## src/rtl/rxs_pkg.sv

```systemverilog
package rxs_pkg;
  localparam int RXS_DW = 8;

  // status low-byte bit positions
  localparam int B_RXERR = 7;
  localparam int B_TXEND = 6;
  localparam int B_TXEMP = 5;
  localparam int B_BRK   = 4;
  localparam int B_HFER  = 3;
  localparam int B_HPER  = 2;
  localparam int B_RFULL = 1;
  localparam int B_RDY   = 0;

  localparam logic [7:0] FLAG_CLR_MASK = 8'hF3;
  localparam logic [7:0] FLAG_RST_VAL  = 8'h60;

  typedef struct packed {
    logic [RXS_DW-1:0] data;
    logic              perr;
    logic              ferr;
  } rx_ent_t;
endpackage

```

## src/rtl/rxs_fifo.sv

```systemverilog
module rxs_fifo
  import rxs_pkg::*;
#(
  parameter int DEPTH = 16
) (
  input  logic                    clk,
  input  logic                    rst_n,
  input  logic                    push_valid,
  input  rx_ent_t                 push_ent,
  input  logic                    pop,
  output logic [RXS_DW-1:0]       pop_data,
  output rx_ent_t                 head_ent,
  output logic                    head_vld,
  output logic [$clog2(DEPTH):0]  level,
  output logic                    push_ok,
  output logic                    pop_ok
);
  localparam int AW = $clog2(DEPTH);
  localparam logic [AW:0] FULL_LVL = AW'(DEPTH) == '0 ? {1'b1, {AW{1'b0}}} : (AW+1)'(DEPTH);

  rx_ent_t       mem [DEPTH];
  logic [AW-1:0] wr_ptr, rd_ptr;
  logic          full, empty;

  assign full     = (level == FULL_LVL);
  assign empty    = (level == '0);
  assign push_ok  = push_valid && !full;
  assign pop_ok   = pop && !empty;
  assign head_vld = !empty;
  assign head_ent = mem[rd_ptr];

  always_ff @(posedge clk) begin
    if (push_ok) mem[wr_ptr] <= push_ent;
  end

  always_ff @(posedge clk) begin
    if (!rst_n) begin
      wr_ptr   <= '0;
      rd_ptr   <= '0;
      level    <= '0;
      pop_data <= '0;
    end else begin
      if (push_ok) wr_ptr <= wr_ptr + 1'b1;
      if (pop_ok) begin
        rd_ptr   <= rd_ptr + 1'b1;
        pop_data <= mem[rd_ptr].data;
      end
      case ({push_ok, pop_ok})
        2'b10:   level <= level + 1'b1;
        2'b01:   level <= level - 1'b1;
        default: level <= level;
      endcase
    end
  end

  AST_NO_OVERFLOW: assert property (@(posedge clk) disable iff (!rst_n)
    level <= FULL_LVL);
  AST_FULL_DROP: assert property (@(posedge clk) disable iff (!rst_n)
    (push_valid && full && !pop) |=> $stable(level));
  AST_EMPTY_HOLD: assert property (@(posedge clk) disable iff (!rst_n)
    (pop && empty) |=> $stable(pop_data));
endmodule

```

## src/rtl/rxs_err_count.sv

```systemverilog
module rxs_err_count #(
  parameter int W = 4
) (
  input  logic         clk,
  input  logic         rst_n,
  input  logic         inc,
  input  logic         dec,
  output logic [W-1:0] cnt
);
  // modulo-2^W step; a tally of 2^W reads back as zero
  function automatic logic [W-1:0] cnt_step(input logic [W-1:0] c,
                                            input logic up, input logic dn);
    case ({up, dn})
      2'b10:   return c + 1'b1;
      2'b01:   return c - 1'b1;
      default: return c;
    endcase
  endfunction

  always_ff @(posedge clk) begin
    if (!rst_n) cnt <= '0;
    else        cnt <= cnt_step(cnt, inc, dec);
  end

  AST_CNT_IDLE: assert property (@(posedge clk) disable iff (!rst_n)
    (inc == dec) |=> $stable(cnt));
endmodule

```

## src/rtl/rxs_flags.sv

```systemverilog
module rxs_flags #(
  parameter int          NF       = 8,
  parameter logic [NF-1:0] CLR_MASK = '1,
  parameter logic [NF-1:0] RST_VAL  = '0
) (
  input  logic          clk,
  input  logic          rst_n,
  input  logic [NF-1:0] set_evt,
  input  logic          rd_stb,
  input  logic          wr_stb,
  input  logic [NF-1:0] wdata,
  output logic [NF-1:0] flags,
  output logic [NF-1:0] qual
);
  for (genvar i = 0; i < NF; i++) begin : g_bit
    if (CLR_MASK[i]) begin : g_clr
      always_ff @(posedge clk) begin
        if (!rst_n) begin
          flags[i] <= RST_VAL[i];
          qual[i]  <= 1'b0;
        end else if (set_evt[i]) begin
          flags[i] <= 1'b1;
          qual[i]  <= 1'b0;
        end else if (wr_stb && !wdata[i] && qual[i]) begin
          flags[i] <= 1'b0;
          qual[i]  <= 1'b0;
        end else if (rd_stb && flags[i]) begin
          qual[i]  <= 1'b1;
        end
      end
    end else begin : g_none
      assign flags[i] = 1'b0;
      assign qual[i]  = 1'b0;
    end
  end

  AST_NO_SW_SET: assert property (@(posedge clk) disable iff (!rst_n)
    (flags & ~$past(flags) & ~$past(set_evt)) == '0);
  AST_CLR_NEEDS_READ: assert property (@(posedge clk) disable iff (!rst_n)
    (~flags & $past(flags) & ~$past(qual)) == '0);
  AST_REARM_CANCEL: assert property (@(posedge clk) disable iff (!rst_n)
    (qual & $past(set_evt)) == '0);
endmodule

```

## src/rtl/uart_rx_err_fifo.sv

```systemverilog
module uart_rx_err_fifo
  import rxs_pkg::*;
#(
  parameter int DEPTH     = 16,
  parameter int RFULL_LVL = 8
) (
  input  logic               clk,
  input  logic               rst_n,
  input  logic               push_valid,
  input  logic [RXS_DW-1:0]  push_data,
  input  logic               push_perr,
  input  logic               push_ferr,
  input  logic               pop,
  output logic [RXS_DW-1:0]  pop_data,
  input  logic               tx_end_set,
  input  logic               tx_empty_set,
  input  logic               brk_set,
  input  logic               rdy_set,
  input  logic               reg_rd,
  input  logic               reg_wr,
  input  logic [15:0]        reg_wdata,
  output logic [15:0]        reg_rdata
);
  localparam int AW = $clog2(DEPTH);
  localparam logic [AW:0] RFULL_PRE = (AW+1)'(RFULL_LVL - 1);

  rx_ent_t     push_ent, head_ent;
  logic        head_vld, push_ok, pop_ok;
  logic [AW:0] level;
  logic [1:0]        err_inc, err_dec;
  logic [1:0][AW-1:0] err_cnt;
  logic [7:0]  set_evt, flags, qual;
  logic        rfull_evt, rxerr_evt;

  assign push_ent = '{data: push_data, perr: push_perr, ferr: push_ferr};

  rxs_fifo #(.DEPTH(DEPTH)) u_fifo (
    .clk(clk), .rst_n(rst_n),
    .push_valid(push_valid), .push_ent(push_ent),
    .pop(pop), .pop_data(pop_data),
    .head_ent(head_ent), .head_vld(head_vld), .level(level),
    .push_ok(push_ok), .pop_ok(pop_ok)
  );

  // index 1: parity tally, index 0: framing tally
  assign err_inc[1] = push_ok && push_ent.perr;
  assign err_dec[1] = pop_ok  && head_ent.perr;
  assign err_inc[0] = push_ok && push_ent.ferr;
  assign err_dec[0] = pop_ok  && head_ent.ferr;

  for (genvar k = 0; k < 2; k++) begin : g_tally
    rxs_err_count #(.W(AW)) u_cnt (
      .clk(clk), .rst_n(rst_n),
      .inc(err_inc[k]), .dec(err_dec[k]), .cnt(err_cnt[k])
    );
  end

  assign rxerr_evt = push_ok && (push_perr || push_ferr);
  assign rfull_evt = push_ok && !pop_ok && (level == RFULL_PRE);

  always_comb begin
    set_evt          = '0;
    set_evt[B_RXERR] = rxerr_evt;
    set_evt[B_TXEND] = tx_end_set;
    set_evt[B_TXEMP] = tx_empty_set;
    set_evt[B_BRK]   = brk_set;
    set_evt[B_RFULL] = rfull_evt;
    set_evt[B_RDY]   = rdy_set;
  end

  rxs_flags #(.NF(8), .CLR_MASK(FLAG_CLR_MASK), .RST_VAL(FLAG_RST_VAL)) u_flags (
    .clk(clk), .rst_n(rst_n), .set_evt(set_evt),
    .rd_stb(reg_rd), .wr_stb(reg_wr), .wdata(reg_wdata[7:0]),
    .flags(flags), .qual(qual)
  );

  always_comb begin
    reg_rdata         = {err_cnt[1], err_cnt[0], flags};
    reg_rdata[B_HFER] = head_vld && head_ent.ferr;
    reg_rdata[B_HPER] = head_vld && head_ent.perr;
  end

  AST_RO_TALLY: assert property (@(posedge clk) disable iff (!rst_n)
    (reg_wr && !push_ok && !pop_ok) |=> $stable(reg_rdata[15:8]));
  AST_HEAD_EMPTY: assert property (@(posedge clk) disable iff (!rst_n)
    (level == '0) |-> (reg_rdata[3:2] == 2'b00));
  AST_RXERR_SET: assert property (@(posedge clk) disable iff (!rst_n)
    rxerr_evt |=> reg_rdata[B_RXERR]);
endmodule

```

## config.mk

```make
export PLATFORM = sky130hd
export DESIGN_NAME = uart_rx_err_fifo
export DESIGN_NICKNAME = d
export VERILOG_FILES = /design/src/rtl/rxs_pkg.sv /design/src/rtl/rxs_fifo.sv /design/src/rtl/rxs_err_count.sv /design/src/rtl/rxs_flags.sv /design/src/rtl/uart_rx_err_fifo.sv
export SDC_FILE = /design/constraint.sdc
export NUM_CORES = 1
export LEC_CHECK = 0
export ABC_AREA = 1
export BUFFER_PORTS_ARGS = -buffer_cell sky130_fd_sc_hd__buf_4
export CORE_ASPECT_RATIO = 1.2
export CORE_MARGIN = 2
export CORE_UTILIZATION = 35
export DETAILED_ROUTE_END_ITERATION = 6
export SLEW_MARGIN = 20
export SYNTH_ARGS = -nofsm -noshare
export SYNTH_HDL_FRONTEND = slang
export SYNTH_SLANG_ARGS = --single-unit
```

## constraint.sdc

```tcl
create_clock -name clk -period 2.93 [get_ports clk]
set_input_delay 0.7325 -clock clk [delete_from_list [all_inputs] [get_ports clk]]
set_output_delay 0.7325 -clock clk [all_outputs]
set_load 0.02 [all_outputs]
```

==> results_dict.tcl, run 1 <==
set metrics [dict create \
    synth_top_area_cell "edfxtp_1" \
    synth_warnings 0 \
    die_x_um 149 \
    ys_seq_elements 205 \
    clock_path_buffers 3 \
    reg2reg_to "g_tally[0].u_cnt.cnt[2]$_SDFFE_PN0P_" \
    fin_ws_ns 0.159 \
    hp-start "rdy_set" \
    power.density_mw_per_mm2 824 \
    rrSetupSlack_ns 0.30 \
    tns_ns 0 \
    num_rows 63 \
    startpoint_type "flip-flop" \
    synth_fp_nets 964 \
    fin_skew_ns 0.00868 \
    drc 0 \
    holdPathEnd "u_flags.qual[0]$_SDFFE_PP0P_" \
    p_leak_nw 4.31 \
    vdd_ir_drop_max_mv 0.594 \
    yosysTopAreaCellShare 0.541 \
    slew_viol_final 0 \
    syn-instance-count 913 \
    grt_pass1_vias 5922 \
    initial_core_util 0.358 \
    area_growth_pct 16.8 \
    h-tree-depth 1 \
    finalCriticalPeriod_ns 2.77 \
    cts_root_buf "clkbuf_16" \
    cp-end-kind "primary output" \
    synthArstFlopShare 0 \
    vias 6244 \
    ys_types 26 \
    drt_iter0_drc 470 \
    critical_path_class "reg -> out" \
    nNetsFinal 1031 \
    clkLatencyLatePin_ns 0.49 \
    tritoncts "done" \
    antenna_cells 0 \
    place_ws_ns 0.233 \
    dieArea_mm2 0.0267 \
    final_hold_viol_count 0 \
    seq_area_frac_synth 0.642 \
    core_mm2 0.0248 \
    setup_viol 0 \
    viasPerCell 4.73 \
    drive_gt1_frac 0.117 \
    synthesis.area_mm2 0.00889 \
    die_h_um 179 \
    worstMarginPinSlew_ns 0.720 \
    drv_cap 0 \
    critPathMaxFanout 22 \
    hold_slack_ns 0.409 \
    clock.fmax_mhz 361 \
    rsz0062_at_grt "false" \
    routed_wirelength_mm 19.8 \
    crit_arrival_ns 2.04 \
    gp_congestion 0.795 \
    grt_pass1_wl_mm 31.4 \
    hold_buffers 0 \
    synth.top_cells.by_area "edfxtp_1 54%, dfxtp_1 10%, nand2_1 9.8%" \
    crit_required_ns 2.20 \
    synthFlopType "edfxtp_1" \
    antenna_found_initial 0 \
    io_pins 60 \
    relSlewSlack 0.520 \
    dp_hpwl_mm 12.3 \
    status "completed" \
    hold_path.class "in -> reg" \
    clock_sinks 205 \
    cts_buffers 22 \
    cts_resized 0 \
    ant_nets 0 \
    post-cts-setup-buffer-count 0 \
    io_buffers 49 \
    min_period_over_period 0.946 \
    cts.reportedPaths.clkPinSlew_ns 0.06 \
    post-route-util 0.418 \
    drtPass1Iterations 5 \
    track_usage 0.151 \
    routedWlPerCell_um 15.0 \
    whs_path_depth 2 \
    rr_worst_depth 12 \
    avgSynthCellArea_um2 9.74 \
    grt_max_degree 65 \
    synth_edf_count 160 \
    grt.overflow.total 0 \
]
==> worst max-delay path by stage <==
stage              start                                   end  slack (ns)
4_1_cts        flip-flop                          reg_rdata[3]        0.02
3_3_place_gp   flip-flop  g_tally[1].u_cnt.cnt[2]$_SDFFE_PN0P_        0.25
2_1_floorplan        pop          u_fifo.level[4]$_SDFFE_PN0P_        0.67
3_5_place_dp   flip-flop  g_tally[0].u_cnt.cnt[2]$_SDFFE_PN0P_        0.23
6_report       flip-flop                          reg_rdata[3]        0.16
5_1_grt        flip-flop  g_tally[0].u_cnt.cnt[2]$_SDFFE_PN0P_        0.04
==> sequential cells by signal, indices dropped and copies added, names as in the netlist, named ones only <==
| register | cells |
|---|---|
| u_fifo.wr_ptr | 4 |
| u_flags.qual | 6 |
| g_tally.u_cnt.cnt | 8 |
| u_flags.flags | 6 |
| u_fifo.pop_data | 8 |
| u_fifo.mem | 160 |
| u_fifo.level | 5 |
| u_fifo.rd_ptr | 4 |
==> synthesized netlist by cell type (3+ instances only) <==
master	n
o21ai_1	6
buf_6	4
buf_4	4
nand4_1	4
clkbuf_1	9
o21ai_0	33
ha_1	15
o211ai_1	3
nor2_1	107
a21oi_1	28
xor2_1	7
dfxtp_1	45
nand2_1	231
nand3_1	114
buf_2	17
edfxtp_1	160
xnor2_1	4
inv_2	3
inv_1	107
==> metal layers <==
| metal | GRT usage | vias to the layer above | routed length [µm] |
|---|---|---|---|
| li1 | - | 3130 | - |
| met1 | 0.196 | 2921 | 8640 |
| met3 | 0.0238 | 37 | 973 |
| met5 | 0 | - | 0 |
| met4 | 0.0528 | 0 | 559 |
| met2 | 0.256 | 156 | 9670 |
==> worst max-delay path: stages (launching register included) <==
cell      delay [ns]
dfxtp_2         0.39
inv_4           0.25
o21ai_0         0.14
o211ai_1        0.18
nand3_1         0.19
a21boi_1        0.22
buf_4           0.18
==> stage by stage <==
step / cells / power (mW) / area, µm²
floorplan: 913 / 5.28 / 8890
global placement: 1281 / 5.96 / 9690
detailed placement: 1281 / 5.99 / 9690
CTS: 1321 / 8.64 / 10400
global route: 1321 / 9.09 / 10400
finish: 1321 / 8.55 / 10400
==> report_power, final <==
group	leakage [nW]	total [mW]	switching [mW]	internal (mW)
sequential	1.82	3.54	0.195	3.35
clock	0.332	2.64	1.10	1.55
combinational	2.16	2.37	1.56	0.812
==> logic make-up after synthesis <==
kind of cell	count (synthesis)	synth area share
AND/OR/NAND/NOR	461	0.213
flip-flops	205	0.642
buffers and inverters	149	0.0712
AO/OA/AOI/OAI	72	0.0419
adder cells (fa/ha/maj)	15	0.0211
XOR/XNOR	11	0.0108
==> final cells by class <==
type / instances / area, µm²
clock buffers: 28 / 604
clock inverters: 12 / 86.3
fillers: 2380 / 14500
inverters: 113 / 429
multi-input cells: 559 / 2550
flip-flops and latches: 205 / 5710
well taps: 325 / 407
repair buffers: 79 / 593
==> layout by cell type (no fill, tap or decap), drive strengths merged <==
cell	n
nand4	4
buf	79
o211ai	3
ha	15
nand3	114
nor3	2
clkinv	9
clkbuf	28
inv	113
nor2	107
o21ai	39
nand2	232
clkinvlp	2
a21oi	28
edfxtp	160
a21boi	2
nor4	2
dfxtp	45
bufinv	1
xnor2	4
xor2	7
(Power assumes the default switching activity.)
==> run 2, diff against run 1 <==
--- a/config.mk
+++ b/config.mk
@@ -5,7 +5,6 @@
 export SDC_FILE = /design/constraint.sdc
 export NUM_CORES = 1
 export LEC_CHECK = 0
-export ABC_AREA = 1
 export BUFFER_PORTS_ARGS = -buffer_cell sky130_fd_sc_hd__buf_4
 export CORE_ASPECT_RATIO = 1.2
 export CORE_MARGIN = 2
==> run 2 against run 1 <==
- die area is 5.9% lower
- non-clock buffer count fell by 13
- clock skew decreased by 0.00093 ns
- register-to-register slack worse by 0.14 ns
- core utilization rose by 0.59 points
- via count down 25%
- critical path type unchanged
- largest cell class unchanged
- highest routed layer unchanged
==> results_dict.tcl, run 2 <==
set metrics [dict create \
    status "completed" \
    ant_nets 0 \
    worst-path-buf-inv 1 \
    r2r_start "u_fifo.level[0]$_SDFFE_PN0P_" \
    ys_seq_elements 205 \
    synth_edf_count 160 \
    reg2reg_to "u_fifo.level[2]$_SDFFE_PN0P_" \
    crit_family "multiplexers" \
    grt_pass1_vias 4856 \
    nNetsFinal 647 \
    worstMarginPinSlew_ns 1.05 \
    synthArstFlopShare 0 \
    tns_ns 0 \
    critical_path_class "reg -> out" \
    critical_path.endpoint "reg_rdata[2]" \
    dp_hpwl_mm 11.4 \
    yosysTopAreaCellShare 0.575 \
    dieArea_mm2 0.0251 \
    rrSetupSlack_ns 0.16 \
    synth_most_common_cell "edfxtp_1" \
    postLayoutCellArea_mm2 0.00987 \
    io_pins 60 \
    core_mm2 0.0233 \
    seq_area_frac_synth 0.683 \
    critPathMaxFanout 10 \
    tritoncts "done" \
    fin_skew_ns 0.00776 \
    most-common-layout-cells "160 x edfxtp_1, 66 x buf_4, 42 x mux2i_1, 42 x dfxtp_1, 26 x clkbuf_16" \
    rr_worst_depth 9 \
    grt_pass1_wl_mm 27.5 \
    crit_required_ns 2.20 \
    rsz0062_at_grt "false" \
    gp_congestion 0.766 \
    routedWlPerCell_um 19.3 \
    ys_types 56 \
    antenna_found_initial 0 \
    mostFrequentLayoutCell "edfxtp_1" \
    regMostFlops "u_fifo.mem" \
    num_rows 61 \
    drc 0 \
    cts.reportedPaths.clkPinSlew_ns 0.06 \
    cts_root_buf "clkbuf_16" \
    avgSynthCellArea_um2 15.6 \
    crit_arrival_ns 2.06 \
    clock_path_buffers 3 \
    drt_iter0_drc 267 \
    finalCriticalPeriod_ns 2.80 \
    cp-end-kind "primary output" \
    fin_ws_ns 0.134 \
    clock_sinks 205 \
    critical_path.max_stage_delay_ns 0.53 \
    p_leak_nw 3.25 \
    place_area_mm2 0.00910 \
    drtPass1Iterations 6 \
    initial_core_util 0.359 \
    setup_viol 0 \
    startpoint_type "flip-flop" \
    die_h_um 173 \
    synth_top_area_cell "edfxtp_1" \
    synth_fp_nets 585 \
    antenna_cells 0 \
    power_mw 7.88 \
    grt.overflow.total 0 \
    min_period_over_period 0.954 \
    clock.fmax_mhz 358 \
    clkLatencyLatePin_ns 0.50 \
    track_usage 0.140 \
    die_x_um 145 \
    drive_gt1_frac 0.260 \
    largest_reg_flops 160 \
    final_hold_viol_count 0 \
    routed_wirelength_mm 17.9 \
    power.density_mw_per_mm2 799 \
    synthesis.area_mm2 0.00835 \
    synth_warnings 0 \
    vias 4675 \
    fillers 2072 \
    grt_max_degree 49 \
    reg_top3 "u_fifo.mem (160), g_tally.u_cnt.cnt (8), u_fifo.pop_data (8)" \
    worstPathCellList "mux4_2 > mux2i_1 > mux2_2 > nor2_1 > buf_4" \
    syn-instance-count 534 \
    cts_buffers 22 \
    cp_slowest_cell "mux4_2" \
    h-tree-depth 1 \
    drv_cap 0 \
    slew_viol_final 0 \
    relSlewSlack 0.295 \
    synthFlopType "edfxtp_1" \
    hold_path.class "in -> reg" \
    area_growth_pct 18.2 \
    io_buffers 49 \
    synth.top_cells.by_area "edfxtp_1 58%, dfxtp_1 11%, mux4_2 6.5%" \
    path_depth 5 \
    vdd_ir_drop_max_mv 0.376 \
    viasPerCell 5.04 \
    place_ws_ns 0.0671 \
    synth.top_cells.by_count "160 x edfxtp_1, 45 x dfxtp_1, 42 x mux2i_1" \
]
## run 2: worst min-delay path by stage
| stage | depth (start not counted) | to | slack (ns) | from |
|---|---|---|---|---|
| global placement | 2 | u_fifo.rd_ptr[3]$_SDFFE_PN0N_ | 0.45 | u_fifo.rd_ptr[3]$_SDFFE_PN0N_ |
| global route | 2 | u_flags.qual[0]$_SDFFE_PP0P_ | 0.39 | rdy_set |
| finish | 2 | u_flags.qual[0]$_SDFFE_PP0P_ | 0.40 | rdy_set |
| detailed placement | 2 | u_fifo.rd_ptr[3]$_SDFFE_PN0N_ | 0.46 | u_fifo.rd_ptr[3]$_SDFFE_PN0N_ |
| floorplan | 2 | flip-flop | 0.44 | u_fifo.rd_ptr[3]$_SDFFE_PN0N_ |
| CTS | 2 | u_flags.qual[0]$_SDFFE_PP0P_ | 0.39 | rdy_set |
## run 2: layout make-up
type,instances,area (µm²),share of cell area
Clock buffer,35,717,0.0727
Clock inverter,5,30.0,0.00304
Inverter,8,35.0,0.00355
Multi-Input combinational cell,293,2480,0.252
Sequential cell,205,5710,0.579
Tap cell,315,394,0.0399
Timing Repair Buffer,66,495,0.0502
## run 2: worst register-to-register path: cells and delay by family, from the launching register on
kind	cells	cell delay, ns
simple gates	2	0.91
compound gates	3	0.62
flops	1	0.36
fa+ha+maj	2	0.52
xor+xnor	2	0.27
## run 2: metrics by stage
stage                     instances   util  hold slack, ns
after floorplan                 534      -           0.442
after global placement          887  0.391           0.453
after detailed placement        887  0.391           0.462
after CTS                       927  0.423           0.391
after global routing            927  0.424           0.390
final                           927  0.424           0.404
## run 2: metal layers
metal  track usage  wire length, µm  up-vias
met4        0.0441              461        0
li1              -                -     2189
met2         0.254             9210      134
met3        0.0247             1040       32
met1         0.169             7200     2320
met5             0                0        -
## run 2: where the power goes
part           internal (mW)  switching (mW)  leakage (nW)
logic                  0.697           0.898          1.06
registers               3.33           0.182          1.81
clock network           1.68            1.09         0.369
## run 2: cells by family after synthesis
kind of cell | count (synthesis) | share of synthesized area
buffers and inverters | 36 | 0.0219
DFF | 205 | 0.683
AOI/OAI and AO/OA | 87 | 0.0677
xor gates and xnor gates | 14 | 0.0147
muxes | 68 | 0.118
adders and majority gates | 15 | 0.0225
and+or+nand+nor | 109 | 0.0724
## run 2: timing repair
item / CTS / global route
hold buffers: 0 / 0
endpoints found under the hold margin: 0 / 0
gates resized for setup: 1 / 3
endpoints found under the setup margin: 1 / 6
setup buffers: 0 / 0
